==> src/rtl/gpio_evt_pkg.sv <==
package gpio_evt_pkg;

    typedef enum logic [1:0] {
        MODE_OFF  = 2'b00,
        MODE_IN   = 2'b01,
        MODE_OUT  = 2'b10,
        MODE_RSVD = 2'b11
    } slot_mode_e;

    typedef enum logic [1:0] {
        EDGE_RISE = 2'b00,
        EDGE_FALL = 2'b01,
        EDGE_ANY  = 2'b10,
        EDGE_ANY2 = 2'b11
    } edge_kind_e;

    typedef enum logic [1:0] {
        SLOT_IDLE  = 2'b00,
        SLOT_WATCH = 2'b01,
        SLOT_DRIVE = 2'b10
    } slot_state_e;

endpackage

==> src/rtl/gpio_evt_sync.sv <==
module gpio_evt_sync #(
    parameter int WIDTH  = 8,
    parameter int STAGES = 2
) (
    input  logic             clk,
    input  logic             rst_n,
    input  logic [WIDTH-1:0] async_in,
    output logic [WIDTH-1:0] sync_out
);

    logic [WIDTH-1:0] chain_q [STAGES];

    always_ff @(posedge clk or negedge rst_n) begin
        if (!rst_n) chain_q[0] <= '0;
        else        chain_q[0] <= async_in;
    end

    generate
        for (genvar g = 1; g < STAGES; g++) begin : g_stage
            always_ff @(posedge clk or negedge rst_n) begin
                if (!rst_n) chain_q[g] <= '0;
                else        chain_q[g] <= chain_q[g-1];
            end
        end
    endgenerate

    assign sync_out = chain_q[STAGES-1];

endmodule

==> src/rtl/gpio_evt_slot.sv <==
module gpio_evt_slot
    import gpio_evt_pkg::*;
#(
    parameter int NUM_PINS = 8,
    parameter int PIN_W    = 3
) (
    input  logic                clk,
    input  logic                rst_n,
    input  logic                cfg_hit,
    input  logic [1:0]          cfg_mode,
    input  logic [PIN_W-1:0]    cfg_pin,
    input  logic [1:0]          cfg_edge,
    input  logic                cfg_init,
    input  logic                owned_hit,
    input  logic                peer_hit,
    input  logic [NUM_PINS-1:0] pin_sync,
    input  logic [NUM_PINS-1:0] pin_owned,
    input  logic                task_set,
    input  logic                task_clr,
    input  logic                task_tgl,
    output logic                evt,
    output logic                drive_en,
    output logic [PIN_W-1:0]    drive_pin,
    output logic                drive_level,
    output logic                reject
);

    slot_state_e      state_q, state_d;
    edge_kind_e       edge_q;
    logic [PIN_W-1:0] pin_q;
    logic             level_q, prev_q, evt_q, err_q;

    slot_mode_e mode_w;
    logic       want_in, want_out, cfg_refuse, held_lost, cur_lvl, edge_seen;

    // write decode and refusal rules
    always_comb begin
        mode_w     = slot_mode_e'(cfg_mode);
        want_in    = cfg_hit && (mode_w == MODE_IN);
        want_out   = cfg_hit && (mode_w == MODE_OUT);
        cfg_refuse = (want_in && owned_hit) || (want_out && (owned_hit || peer_hit));
        held_lost  = (state_q != SLOT_IDLE) && pin_owned[pin_q];
    end

    // next-state logic with named transitions
    always_comb begin
        state_d = state_q;
        if (cfg_hit) begin
            if (want_in && !cfg_refuse)       state_d = SLOT_WATCH;  // ACCEPT_WATCH
            else if (want_out && !cfg_refuse) state_d = SLOT_DRIVE;  // ACCEPT_DRIVE
            else                              state_d = SLOT_IDLE;   // REJECT / SWITCH_OFF
        end else begin
            unique case (state_q)
                SLOT_IDLE:  state_d = SLOT_IDLE;                          // HOLD
                SLOT_WATCH: state_d = held_lost ? SLOT_IDLE : SLOT_WATCH; // EVICT / HOLD
                SLOT_DRIVE: state_d = held_lost ? SLOT_IDLE : SLOT_DRIVE; // EVICT / HOLD
                default:    state_d = SLOT_IDLE;
            endcase
        end
    end

    // state register
    always_ff @(posedge clk or negedge rst_n) begin
        if (!rst_n) state_q <= SLOT_IDLE;
        else        state_q <= state_d;
    end

    // edge detector on the selected synchronized pin
    always_comb begin
        cur_lvl = pin_sync[pin_q];
        unique case (edge_q)
            EDGE_RISE: edge_seen = cur_lvl && !prev_q;
            EDGE_FALL: edge_seen = !cur_lvl && prev_q;
            EDGE_ANY,
            EDGE_ANY2: edge_seen = cur_lvl != prev_q;
            default:   edge_seen = 1'b0;
        endcase
    end

    // slot datapath registers
    always_ff @(posedge clk or negedge rst_n) begin
        if (!rst_n) begin
            pin_q   <= '0;
            edge_q  <= EDGE_RISE;
            prev_q  <= 1'b0;
            level_q <= 1'b0;
            evt_q   <= 1'b0;
            err_q   <= 1'b0;
        end else begin
            err_q <= cfg_refuse;
            evt_q <= !cfg_hit && (state_q == SLOT_WATCH) && (state_d == SLOT_WATCH) && edge_seen;
            if (cfg_hit && (state_d != SLOT_IDLE)) begin
                pin_q  <= cfg_pin;
                edge_q <= edge_kind_e'(cfg_edge);
                prev_q <= pin_sync[cfg_pin];
            end else begin
                prev_q <= cur_lvl;
            end
            if (cfg_hit && (state_d == SLOT_DRIVE)) begin
                level_q <= cfg_init;
            end else if ((state_q == SLOT_DRIVE) && (state_d == SLOT_DRIVE)) begin
                if (task_clr)      level_q <= 1'b0;
                else if (task_set) level_q <= 1'b1;
                else if (task_tgl) level_q <= !level_q;
            end
        end
    end

    // output process
    always_comb begin
        evt         = evt_q;
        reject      = err_q;
        drive_en    = (state_q == SLOT_DRIVE);
        drive_pin   = pin_q;
        drive_level = level_q;
    end

    // an event is only reported by a slot that was watching
    p_evt_from_watch_r2: assert property (@(posedge clk) disable iff (!rst_n)
        evt_q |-> $past(state_q) == SLOT_WATCH);

    // clear wins whenever the slot stays in DRIVE
    p_clear_wins_r7: assert property (@(posedge clk) disable iff (!rst_n)
        (state_q == SLOT_DRIVE && state_d == SLOT_DRIVE && !cfg_hit && task_clr) |=> !level_q);

    // set wins over toggle
    p_set_over_tgl_r7: assert property (@(posedge clk) disable iff (!rst_n)
        (state_q == SLOT_DRIVE && state_d == SLOT_DRIVE && !cfg_hit && task_set && !task_clr) |=> level_q);

    // a lone toggle inverts the level
    p_toggle_r6: assert property (@(posedge clk) disable iff (!rst_n)
        (state_q == SLOT_DRIVE && state_d == SLOT_DRIVE && !cfg_hit && task_tgl && !task_set && !task_clr)
        |=> level_q != $past(level_q));

    // a refused write leaves the slot idle
    p_refused_idle_r8: assert property (@(posedge clk) disable iff (!rst_n)
        err_q |-> state_q == SLOT_IDLE);

    // an ownership conflict evicts the slot
    p_evict_r10: assert property (@(posedge clk) disable iff (!rst_n)
        (state_q != SLOT_IDLE && !cfg_hit && pin_owned[pin_q]) |=> state_q == SLOT_IDLE);

endmodule

==> src/rtl/gpio_evt_unit.sv <==
module gpio_evt_unit
    import gpio_evt_pkg::*;
#(
    parameter int NUM_SLOTS = 4,
    parameter int NUM_PINS  = 8,
    parameter int SYNC_STG  = 2,
    localparam int SLOT_W   = (NUM_SLOTS > 1) ? $clog2(NUM_SLOTS) : 1,
    localparam int PIN_W    = (NUM_PINS > 1) ? $clog2(NUM_PINS) : 1
) (
    input  logic                 clk,
    input  logic                 rst_n,
    input  logic [NUM_PINS-1:0]  pin_in,
    input  logic [NUM_PINS-1:0]  pin_owned,
    input  logic                 cfg_we,
    input  logic [SLOT_W-1:0]    cfg_slot,
    input  logic [1:0]           cfg_mode,
    input  logic [PIN_W-1:0]     cfg_pin,
    input  logic [1:0]           cfg_edge,
    input  logic                 cfg_init,
    input  logic [NUM_SLOTS-1:0] task_set,
    input  logic [NUM_SLOTS-1:0] task_clr,
    input  logic [NUM_SLOTS-1:0] task_tgl,
    output logic [NUM_SLOTS-1:0] evt,
    output logic [NUM_PINS-1:0]  pin_out,
    output logic [NUM_PINS-1:0]  pin_oe,
    output logic                 cfg_err
);

    logic [NUM_PINS-1:0]  pin_sync;
    logic [NUM_SLOTS-1:0] drv_en, drv_lvl, slot_rej, peer_hit, slot_hit;
    logic [PIN_W-1:0]     drv_pin [NUM_SLOTS];
    logic [NUM_SLOTS-1:0] claim_col [NUM_PINS];
    logic                 pin_ok, owned_hit;

    gpio_evt_sync #(.WIDTH(NUM_PINS), .STAGES(SYNC_STG)) u_sync (
        .clk      (clk),
        .rst_n    (rst_n),
        .async_in (pin_in),
        .sync_out (pin_sync)
    );

    // target decode and claim conflicts
    always_comb begin
        pin_ok    = {1'b0, cfg_pin} < (PIN_W+1)'(NUM_PINS);
        owned_hit = !pin_ok || pin_owned[cfg_pin];
        for (int s = 0; s < NUM_SLOTS; s++) begin
            slot_hit[s] = cfg_we && (cfg_slot == SLOT_W'(s));
            peer_hit[s] = 1'b0;
            for (int t = 0; t < NUM_SLOTS; t++) begin
                if (t != s && drv_en[t] && drv_pin[t] == cfg_pin) peer_hit[s] = 1'b1;
            end
        end
    end

    generate
        for (genvar s = 0; s < NUM_SLOTS; s++) begin : g_slot
            gpio_evt_slot #(.NUM_PINS(NUM_PINS), .PIN_W(PIN_W)) u_slot (
                .clk         (clk),
                .rst_n       (rst_n),
                .cfg_hit     (slot_hit[s]),
                .cfg_mode    (cfg_mode),
                .cfg_pin     (cfg_pin),
                .cfg_edge    (cfg_edge),
                .cfg_init    (cfg_init),
                .owned_hit   (owned_hit),
                .peer_hit    (peer_hit[s]),
                .pin_sync    (pin_sync),
                .pin_owned   (pin_owned),
                .task_set    (task_set[s]),
                .task_clr    (task_clr[s]),
                .task_tgl    (task_tgl[s]),
                .evt         (evt[s]),
                .drive_en    (drv_en[s]),
                .drive_pin   (drv_pin[s]),
                .drive_level (drv_lvl[s]),
                .reject      (slot_rej[s])
            );
        end
    endgenerate

    // merge per-slot drivers onto the pin bank
    always_comb begin
        for (int p = 0; p < NUM_PINS; p++) begin
            pin_oe[p]  = 1'b0;
            pin_out[p] = 1'b0;
            for (int s = 0; s < NUM_SLOTS; s++) begin
                claim_col[p][s] = drv_en[s] && (drv_pin[s] == PIN_W'(p));
                if (claim_col[p][s]) begin
                    pin_oe[p]  = 1'b1;
                    pin_out[p] = pin_out[p] | drv_lvl[s];
                end
            end
        end
        cfg_err = |slot_rej;
    end

    generate
        for (genvar p = 0; p < NUM_PINS; p++) begin : g_pin_chk
            // at most one slot drives a pin
            p_single_driver_r9: assert property (@(posedge clk) disable iff (!rst_n)
                $onehot0(claim_col[p]));
            // a pin owned elsewhere is never driven one cycle later
            p_owned_released_r8: assert property (@(posedge clk) disable iff (!rst_n)
                (pin_owned[p] && $past(pin_owned[p])) |-> !pin_oe[p]);
        end
    endgenerate

endmodule

==> config.mk <==
export PLATFORM = sky130hd
export DESIGN_NAME = gpio_evt_unit
export DESIGN_NICKNAME = d
export VERILOG_FILES = /design/src/rtl/gpio_evt_pkg.sv /design/src/rtl/gpio_evt_sync.sv /design/src/rtl/gpio_evt_slot.sv /design/src/rtl/gpio_evt_unit.sv
export SDC_FILE = /design/constraint.sdc
export NUM_CORES = 1
export LEC_CHECK = 0
export CORE_MARGIN = 2
export CORE_UTILIZATION = 45
export DETAILED_ROUTE_END_ITERATION = 16
export GPL_ROUTABILITY_DRIVEN = 0
export PLACE_DENSITY = 0.74
export REMOVE_ABC_BUFFERS = 1
export SYNTH_ARGS = -nofsm -noshare
export SYNTH_HDL_FRONTEND = slang
export SYNTH_SLANG_ARGS = --single-unit
==> constraint.sdc <==
create_clock -name clk -period 7.3 [get_ports clk]
set_input_delay 1.46 -clock clk [delete_from_list [all_inputs] [get_ports clk]]
set_output_delay 1.46 -clock clk [all_outputs]
set_load 0.005 [all_outputs]
# After elaboration in Yosys (flattened, before gate mapping)
# Cells that the tools add are included.
[totals]
ff_bits = 60
[classes]
n_lt_le_gt_ge = 5
n_eq_ne = 69
muxes = 145
n_bitwise = 24
reduce_logical = 162
[op_table]
columns = ["operator", "n"]
rows = [
  ["2-to-1 mux 1 bit", 111],
  ["logical AND 1 bit", 100],
  ["equality test 3 bit, second input constant", 16],
  ["equality test 2 bit, second input constant", 19],
  ["2-to-1 mux 2 bit", 16],
  ["binary-select mux 1 bit (select 3 bit)", 10],
  ["equality test 2 x 1 -> 1 bit, second input constant", 14],
  ["equality test 3 x 2 -> 1 bit, second input constant", 8],
  ["bitwise OR 1 bit", 24],
  ["nonzero test 2 bit", 12],
  ["logical NOT 1 bit", 20],
  ["less-than comparator 3 x 4 -> 1 bit, second input constant", 5],
  ["case mux 2 bit (2 select lines)", 4],
  ["nonzero test 4 bit", 4],
  ["equality test 3 x 1 -> 1 bit, second input constant", 4],
  ["equality test 3 bit", 4],
  ["logical NOT 3 bit", 4],
  ["case mux 1 bit (3 select lines)", 4],
  ["logical NOT 2 bit", 5],
  ["logical OR 1 bit", 8],
  ["AND reduction 2 bit", 4],
  ["OR reduction 2 bit", 4],
  ["!= test 1 bit", 4],
  ["OR reduction 4 bit", 1],
]

# Longest topological paths before layout
# Gate-level depths: netlist of the first run.
[depth]
word_depth = 17
ltp_mapped = 10
depth_no_buf = 8

# Hierarchy
# A second synthesis of the first run with hierarchy kept.
[unflattened]
cells_unflattened = 425
hier_area_um2 = 4475.5
[by_module_without_submodules]
columns = ["module", "n_inst", "cells_each", "area_per_inst_um2", "seq_area_each_um2"]
rows = [
  ["gpio_evt_slot at g_slot[0].u_slot ...", 3, 70, 798.3, 275.3],
  ["gpio_evt_slot at g_slot[2].u_slot", 1, 70, 810.8, 275.3],
  ["gpio_evt_unit", 1, 121, 809.5, 0.0],
  ["gpio_evt_sync", 1, 24, 460.4, 400.4],
]

# Worst setup path after synthesis of the first run
# No wires, ideal clock.
[synth_timing]
kind = "input to register"
startpoint = "input cfg_pin[2]"
endpoint = "register g_slot[0].u_slot.edge_q[0]"
setup_ns = 0.125
arrival_time_ns = 3.066
required_time_ns = 7.175
slack_ns = 4.109
cell_stages = 6
path_buffers = 2
cell_sequence = "buf_6 -> mux4_2 -> mux2i_4 -> buf_6 -> nor3b_4 -> mux2_2"
[synth_between]
elab_chain_cells = 15
word_cells_on_any_way = 23
classes_between = "eq/ne (3); mux (8); reduce/logical (12)"
[synth_rtl]
columns = ["item", "line_no", "source"]
rows = [
  ["start, declared", "gpio_evt_unit.sv:17", "input logic [PIN_W-1:0] cfg_pin,"],
  ["equality test 3 bit", "gpio_evt_unit.sv:50", "if (t != s && drv_en[t] && drv_pin[t] == cfg_pin) peer_hit[s] = 1'b1;"],
  ["logical AND 1 bit", "gpio_evt_unit.sv:50", ""],
  ["2-to-1 mux 1 bit (3 in series)", "gpio_evt_unit.sv:50", ""],
  ["logical OR 1 bit", "gpio_evt_slot.sv:41", "cfg_refuse = (want_in && owned_hit) || (want_out && (owned_hit || peer_hit));"],
  ["logical AND 1 bit", "gpio_evt_slot.sv:41", ""],
  ["logical OR 1 bit *", "gpio_evt_slot.sv:41", ""],
  ["logical NOT 1 bit *", "gpio_evt_slot.sv:49, gpio_evt_slot.sv:50", ""],
  ["logical AND 1 bit", "gpio_evt_slot.sv:50", "else if (want_out && !cfg_refuse) state_d = SLOT_DRIVE;"],
  ["2-to-1 mux 2 bit", "gpio_evt_slot.sv:50", ""],
  ["2-to-1 mux 2 bit *", "gpio_evt_slot.sv:49", "if (want_in && !cfg_refuse) state_d = SLOT_WATCH;"],
  ["2-to-1 mux 2 bit *", "gpio_evt_slot.sv:48", "if (cfg_hit) begin"],
  ["nonzero test 2 bit *", "gpio_evt_slot.sv:92", "if (cfg_hit && (state_d != SLOT_IDLE)) begin"],
  ["logical AND 1 bit *", "gpio_evt_slot.sv:92", ""],
  ["end signal, assigned", "gpio_evt_slot.sv:94", "edge_q <= edge_kind_e'(cfg_edge);"],
  ["end, declared", "gpio_evt_slot.sv:29", "edge_kind_e edge_q;"],
]
# Every way passes the cells marked *; elsewhere a longest branch is shown, timed or not. The select of a mux whose other input is x is not followed.
# A chain may end at the register's enable or synchronous reset.

# Final worst setup path of the first run
[layout_timing]
startpoint = "register g_slot[3].u_slot.state_q[0]"
endpoint = "output pin_out[0]"
[layout_between]
elab_chain_cells = 3
[layout_rtl]
columns = ["item", "line_no", "source"]
rows = [
  ["start, declared", "gpio_evt_slot.sv:28", "slot_state_e state_q, state_d;"],
  ["start signal, assigned", "gpio_evt_slot.sv:65", "else state_q <= state_d;"],
  ["equality test 2 bit", "gpio_evt_slot.sv:113", "drive_en = (state_q == SLOT_DRIVE);"],
  ["logical AND 1 bit", "gpio_evt_unit.sv:87", "claim_col[p][s] = drv_en[s] && (drv_pin[s] == PIN_W'(p));"],
  ["2-to-1 mux 1 bit", "gpio_evt_unit.sv:88", "if (claim_col[p][s]) begin"],
  ["end, declared", "gpio_evt_unit.sv:24", "output logic [NUM_PINS-1:0] pin_out,"],
]
# Every way passes these cells.

==> flow_summary_export.csv, run 1 <==
group,metric,value,unit
detailed_routing,via_count,3333,
cts,numCtsBuffers,9,
hold_path,hold_depth,0,
yosys,postSynthCellCount,378,
placed_design,dp.cells,527,
cts,cts.root.buffer_cell,"clkbuf_8",
cts,cts.sinks,60,
setup_path,crit_fanout,8,
floorplanning,dieArea,0.0100,mm²
cells_and_area,instances_no_fill,542,
floorplanning,std_cell_rows,35,
detailed_routing,drt_iter0_drc,262,
pwr,power_density,251,mW/mm²
placed_design,dp_hpwl,7630,µm
grt,grt.overflow.total,0,
placed_design,dpl-instance-area,0.00475,mm²
sta,period_needed,4140,ps
cts,clkLatencyLatePin,340,ps
grt,first_global_vias,3333,
setup_path,critical_path.max_stage_delay,500,ps
yosys,netlist_area,0.00415,mm²
yosys,synth-seq-area-share,0.362,
floorplanning,start_util,0.457,
cts,cts_max_path_buffers,2,
setup_path,r2r_setup_slack,4520,ps
yosys,ys_ff_latch,60,
sta,rsz0062_at_grt,"no",
pwr,p_sw_frac,0.358,
floorplanning,io_pins,62,
cts,path_clk_slew,70,ps
hold_path,hp-start,"u_sync.chain_q[9]",
sta,skew,4.79,ps
outcome,outcome,"finished, final reports clean",
sta,finalSetupViolations,0,
cells_and_area,nets,488,
grt,grt_antenna_before_repair,0,
hold_path,worst_hold_path.endpoint,"u_sync.sync_out[1]",
sta,timing.fmax,241,MHz
pwr,p_int,0.000800,W
detailed_routing,remaining_drc_errors,0,
cts,postCtsSetupRepairBufs,0,
floorplanning,die_y,100,µm
sta,tightestPinTransition,776,ps
sta,fin_setup_tns,0,ps
cells_and_area,layout_common_cells,"60 x dfrtp_1, 60 x clkdlybuf4s50_1, 24 x mux2_2",
cts,cts_hold_buf,0,
setup_path,crit_arrival,2680,ps
setup_path,reg2reg_depth,8,
detailed_routing,finalWirelength,10400,µm
cells_and_area,drive_gt1_frac,0.167,
grt,grt_max_degree,61,
grt,grt_pass1_wl,16900,µm
cells_and_area,synthToLayoutAreaGrowth,19.8,%
yosys,syn_area_per_cell,11.0,µm²
pwr,p_leak,1.98,nW
cells_and_area,final_core_util,0.548,
setup_path,path_cells,"inv_1 -> ha_1 -> nor2b_1 -> nand2_1 -> o32ai_1 -> a221o_1 -> clkdlybuf4s50_1",
sta,slew_violations,0,
setup_path,end_kind,"output pin",
sta,slew_headroom,0.481,
floorplanning,core-area,0.00906,mm²
grt,grt_usage,0.219,
sta,hold_viol_final,0,
setup_path,startpoint_type,"register",
sta,period_share,0.568,
cts,ctsResizeCount,0,
setup_path,worstSetupPathType,"reg2out",
pwr,power.switching,0.000447,W
pwr,seqPwrFrac,0.419,
floorplanning,fp.dieW,100,µm
cells_and_area,fin_area,0.00496,mm²
cts,h-tree-depth,3,
placed_design,port_buffers,61,
cells_and_area,n_antenna_cell,0,
detailed_routing,drtAntennaViolNets,0,
detailed_routing,first_pass_iters,7,
detailed_routing,wire_per_inst,19.2,µm
sta,hold_ws,348,ps
pwr,power_frac_comb,0.327,
cts,cts_tree,"built",
setup_path,r2r_start,"g_slot[3].u_slot.drive_pin[0]",
yosys,synthArstFlopShare,1.00,
setup_path,cp_slowest_cell,"clkdlybuf4s50_1",
detailed_routing,viasPerCell,6.15,
yosys,synth_cell_type_count,60,
yosys,ys_warn_count,0,
hold_path,hold_path.class,"reg2reg",
pwr,vdd_drop_max,0.000140,V
yosys,synth_edf_count,0,
setup_path,reg2reg_to,"g_slot[3].u_slot.evt",
pwr,p_clk_frac,0.254,
flow_run,drv_cap,0,
yosys,synth_ff_type,"dfrtp_1",
setup_path,crit_required,5840,ps
==> layout make-up <==
class | count | area (µm²)
fill | 750 | 4100
multi-input combinational | 273 | 2420
sequential | 60 | 1500
timing repair buffer | 62 | 613
clock buffer | 12 | 165
tap | 111 | 139
inverter | 21 | 78.8
clock inverter | 3 | 45.0
==> through the flow <==
stage	worst slack, ps	total power, W
3_3_place_gp	3020	0.000911
4_1_cts	3210	0.00125
5_1_grt	2960	0.00133
6_report	3160	0.00125
2_1_floorplan	4090	0.000765
3_5_place_dp	2960	0.000929
==> worst max-delay path, delay by kind of cell (launching register included) <==
kind,cells,cell delay (ps)
and+or+nand+nor,2,620
DFF,1,380
buffers and inverters,2,580
adders and majority gates,1,330
AOI/OAI and AO/OA,2,440
==> registers in the layout, indices dropped and copies added, names as in the netlist <==
name	count
g_slot.u_slot.drive_level	4
g_slot.u_slot.drive_pin	12
g_slot.u_slot.edge_q	8
g_slot.u_slot.evt	4
g_slot.u_slot.prev_q	4
g_slot.u_slot.reject	4
g_slot.u_slot.state_q	8
u_sync.chain_q	8
u_sync.sync_out	8
==> kinds of logic (layout without fill, tap and decap cells) <==
group | Yosys count | after routing | share of synthesized area
AND/OR/NAND/NOR | 113 | 113 | 0.159
XOR/XNOR | 15 | 15 | 0.0317
adder cells (fa/ha/maj) | 20 | 20 | 0.0604
buffers and inverters | 45 | 98 | 0.0534
flip-flops | 60 | 60 | 0.362
AO/OA/AOI/OAI | 63 | 63 | 0.112
multiplexers | 62 | 62 | 0.221
==> cell usage after synthesis, drive strengths merged, types with 2 or more instances <==
master / n / area share
xnor2: 12 / 0.025
inv: 21 / 0.019
and2: 2 / 0.0030
and4: 2 / 0.0042
buf: 17 / 0.028
a31oi: 3 / 0.0045
nand2b: 7 / 0.011
dfrtp: 60 / 0.36
a21oi: 16 / 0.019
o31ai: 2 / 0.0069
nor3b: 7 / 0.022
and3b: 2 / 0.0042
a221o: 4 / 0.0097
and3: 3 / 0.0045
ha: 20 / 0.060
o22ai: 4 / 0.0060
o221ai: 8 / 0.017
mux2: 24 / 0.065
nand3b: 4 / 0.0081
o32ai: 4 / 0.0085
o211ai: 4 / 0.0072
nor3: 5 / 0.0072
nand4: 5 / 0.0075
o21a: 2 / 0.0036
nor2b: 13 / 0.020
clkbuf: 7 / 0.0063
o2111ai: 2 / 0.0042
nand3: 10 / 0.012
mux2i: 18 / 0.046
xor2: 3 / 0.0063
o21ai: 3 / 0.0036
nand2: 22 / 0.020
nor2: 23 / 0.021
a22oi: 4 / 0.0072
nor4: 2 / 0.0030
mux4: 20 / 0.11
==> routing by layer <==
layer / global-route usage / wire [µm] / part of all wire
met3: 0.0404 / 826 / 0.079
met1: 0.293 / 4250 / 0.41
met4: 0.0980 / 366 / 0.035
met5: 0 / 0 / 0
met2: 0.349 / 4970 / 0.48
==> worst max path at each step <==
stage | from | end | cells past startpoint
after floorplan | cfg_pin[2] | g_slot[3].u_slot.drive_pin[0] | 4
after global placement | cfg_pin[2] | g_slot[3].u_slot.drive_pin[0] | 5
after detailed placement | cfg_pin[2] | g_slot[3].u_slot.edge_q[0] | 5
after CTS | g_slot[3].u_slot.state_q[0] | pin_out[0] | 7
after global routing | g_slot[3].u_slot.state_q[0] | pin_out[0] | 7
final | g_slot[3].u_slot.state_q[0] | pin_out[0] | 7
==> power groups by stage <==
stage                     registers (W)  logic (W)  clock network (W)
after floorplan                0.000480   0.000285                  0
after global placement         0.000523   0.000388                  0
after detailed placement       0.000525   0.000404                  0
after CTS                      0.000519   0.000407           0.000322
after global routing           0.000535   0.000450           0.000341
final                          0.000523   0.000408           0.000317
Note: power is estimated with default switching activity, not from simulation.
==> inputs of run 2 (changes only) <==
--- a/config.mk
+++ b/config.mk
@@ -9,7 +9,7 @@
 export CORE_UTILIZATION = 45
 export DETAILED_ROUTE_END_ITERATION = 16
 export GPL_ROUTABILITY_DRIVEN = 0
-export PLACE_DENSITY = 0.74
+export PLACE_DENSITY = 0.77
 export REMOVE_ABC_BUFFERS = 1
 export SYNTH_ARGS = -nofsm -noshare
 export SYNTH_HDL_FRONTEND = slang
==> constraint.sdc (replaced) <==
create_clock -name clk -period 3.7 [get_ports clk]
set_input_delay 0.74 -clock clk [delete_from_list [all_inputs] [get_ports clk]]
set_output_delay 0.74 -clock clk [all_outputs]
set_load 0.005 [all_outputs]
==> run 2 against run 1 <==
Net effect: cell count up 0.74%; utilization up 0.68 points; setup slack worse by 2800 ps; routed wire length up 1.8%; non-clock buffer count up 3; via count up 2.2%; die area unchanged; total power up 110%; cell area up 1.2%; critical path depth up 1; hold slack worse by 98 ps.
==> flow_summary_export.csv, run 2 (synthesis gave the netlist of run 1 again) <==
group,metric,value,unit
cts,cts.root.buffer_cell,"clkbuf_8",
cts,path_clk_slew,70,ps
cells_and_area,nFillCells,743,
detailed_routing,viasPerCell,6.24,
sta,fin_setup_tns,0,ps
cts,cts_hold_buf,0,
floorplanning,dieArea,0.0100,mm²
cells_and_area,instances_no_fill,546,
setup_path,crit_family,"simple AND/OR/NAND/NOR gates",
cts,cts_max_path_buffers,2,
flow_run,drv_cap,0,
floorplanning,start_util,0.457,
sta,period_needed,3360,ps
detailed_routing,remaining_drc_errors,0,
cells_and_area,n_antenna_cell,0,
detailed_routing,wire_per_inst,19.4,µm
cells_and_area,nets,491,
pwr,power.switching,0.000883,W
floorplanning,core-area,0.00906,mm²
sta,skew,10.0,ps
cells_and_area,layout_common_cells,"60 x dfrtp_1, 60 x clkdlybuf4s50_1, 24 x mux2_2",
grt,grt_pass1_wl,17200,µm
pwr,p_leak,2.01,nW
placed_design,dp.cells,530,
cells_and_area,largest_register_ffs,12,
detailed_routing,drtAntennaViolNets,0,
hold_path,hold_path.class,"in2async",
cells_and_area,drive_gt1_frac,0.175,
cts,h-tree-depth,3,
placed_design,port_buffers,61,
floorplanning,io_pins,62,
cts,postCtsSetupRepairBufs,0,
floorplanning,std_cell_rows,35,
grt,grt_max_degree,48,
setup_path,crit_arrival,2620,ps
pwr,power_density,511,mW/mm²
pwr,power_frac_comb,0.316,
pwr,seqPwrFrac,0.399,
setup_path,r2r_start,"g_slot[3].u_slot.drive_pin[0]",
cells_and_area,synthToLayoutAreaGrowth,21.2,%
grt,grt_antenna_before_repair,0,
outcome,outcome,"finished, final reports clean",
setup_path,reg2reg_to,"g_slot[3].u_slot.evt",
pwr,p_sw_frac,0.344,
floorplanning,die_y,100,µm
setup_path,path_cells,"inv_1 -> ha_1 -> nor2b_1 -> and2_1 -> nor2b_1 -> a31oi_1 -> o221ai_1 -> clkdlybuf4s50_1",
setup_path,crit_buf_inv,2,
setup_path,cp_slowest_cell,"clkdlybuf4s50_1",
detailed_routing,via_count,3405,
setup_path,crit_required,2960,ps
sta,slew_violations,0,
setup_path,crit_fanout,7,
sta,finalSetupViolations,0,
pwr,p_clk_frac,0.285,
pwr,vdd_drop_max,0.000361,V
sta,timing.fmax,298,MHz
sta,hold_viol_final,0,
detailed_routing,first_pass_iters,5,
grt,grt_usage,0.226,
setup_path,startpoint_type,"register",
pwr,p_int,0.00168,W
sta,tightestPinTransition,635,ps
floorplanning,fp.dieW,100,µm
cts,cts_tree,"built",
setup_path,r2r_setup_slack,970,ps
cts,clkLatencyLatePin,360,ps
grt,grt.overflow.total,0,
sta,period_share,0.907,
placed_design,dp_hpwl,7800,µm
cts,numCtsBuffers,9,
detailed_routing,drt_iter0_drc,372,
setup_path,end_kind,"output pin",
grt,first_global_vias,3427,
setup_path,critical_path.max_stage_delay,520,ps
cts,ctsResizeCount,0,
setup_path,worstSetupPathType,"reg2out",
sta,slew_headroom,0.577,
setup_path,reg2reg_depth,8,
detailed_routing,finalWirelength,10600,µm
setup_path,crit_top_cell,"nor2b_1",
sta,rsz0062_at_grt,"no",
cts,cts.sinks,60,
[run 2: cell count changes in the layout (fill, tap and decap cells not counted)]
cell / previous run / this run
clkbuf_8: 12 / 10
bufinv_16: 1 / 3
clkinv_2: 0 / 1
clkinvlp_4: 2 / 1
buf_4: 1 / 4
clkinv_4: 0 / 1
[run 2: final cells by class]
type / count / area [µm²] / area share
Sequential cell: 60 / 1500 / 0.299
Clock buffer: 10 / 138 / 0.0274
Inverter: 21 / 78.8 / 0.0157
Clock inverter: 6 / 111 / 0.0222
Timing Repair Buffer: 65 / 636 / 0.126
Tap cell: 111 / 139 / 0.0276
Multi-Input combinational cell: 273 / 2420 / 0.482
[run 2: layer usage]
layer,vias to the layer above,global-route usage,wire [µm],part of all wire
li1,1504,-,-,-
met1,1682,0.300,4330,0.41
met2,185,0.354,5100,0.48
met3,34,0.0578,878,0.083
met4,0,0.0991,284,0.027
met5,-,0,0,0
[run 2: metrics by stage]
stage	util	power, W	hold slack [ps]	instance area (µm²)	worst slack, ps
detailed placement	0.527	0.00183	335	4780	308
floorplan	-	0.00151	331	4000	1210
global placement	0.527	0.00179	335	4780	404
CTS	0.554	0.00257	250	5030	359
global route	0.554	0.00273	260	5030	202
finish	0.554	0.00257	250	5030	344
[run 2: worst max-delay path by stage]
stage                                startpoint                       endpoint  slack (ps)  cells past startpoint
floorplan                            cfg_pin[2]  g_slot[3].u_slot.drive_pin[0]        1210                      4
global placement                     cfg_pin[1]  g_slot[3].u_slot.drive_pin[1]         400                      5
detailed placement                   cfg_pin[1]  g_slot[3].u_slot.drive_pin[1]         310                      5
CTS                 g_slot[2].u_slot.state_q[0]                     pin_out[3]         360                      8
global route        g_slot[2].u_slot.state_q[0]                     pin_out[3]         200                      8
finish              g_slot[2].u_slot.state_q[0]                     pin_out[3]         340                      8
[run 2: power by group through the flow]
stage                     clock (W)  sequential [W]  combinational [W]
after floorplan                   0        0.000947           0.000563
after global routing       0.000784         0.00105           0.000893
final                      0.000731         0.00103           0.000811
after detailed placement          0         0.00103           0.000801
after CTS                  0.000744         0.00102           0.000809
after global placement            0         0.00103           0.000768
==> inputs of run 3 (changes only) <==
--- a/config.mk
+++ b/config.mk
@@ -7,10 +7,12 @@
 export LEC_CHECK = 0
 export CORE_MARGIN = 2
 export CORE_UTILIZATION = 45
+export CTS_CLUSTER_DIAMETER = 40
 export DETAILED_ROUTE_END_ITERATION = 16
 export GPL_ROUTABILITY_DRIVEN = 0
 export PLACE_DENSITY = 0.77
 export REMOVE_ABC_BUFFERS = 1
+export SKIP_CTS_REPAIR_TIMING = 1
 export SYNTH_ARGS = -nofsm -noshare
 export SYNTH_HDL_FRONTEND = slang
 export SYNTH_SLANG_ARGS = --single-unit
==> results of run 3 <==
Same layout as run 2: the final DEF is identical, and so are final timing and power.
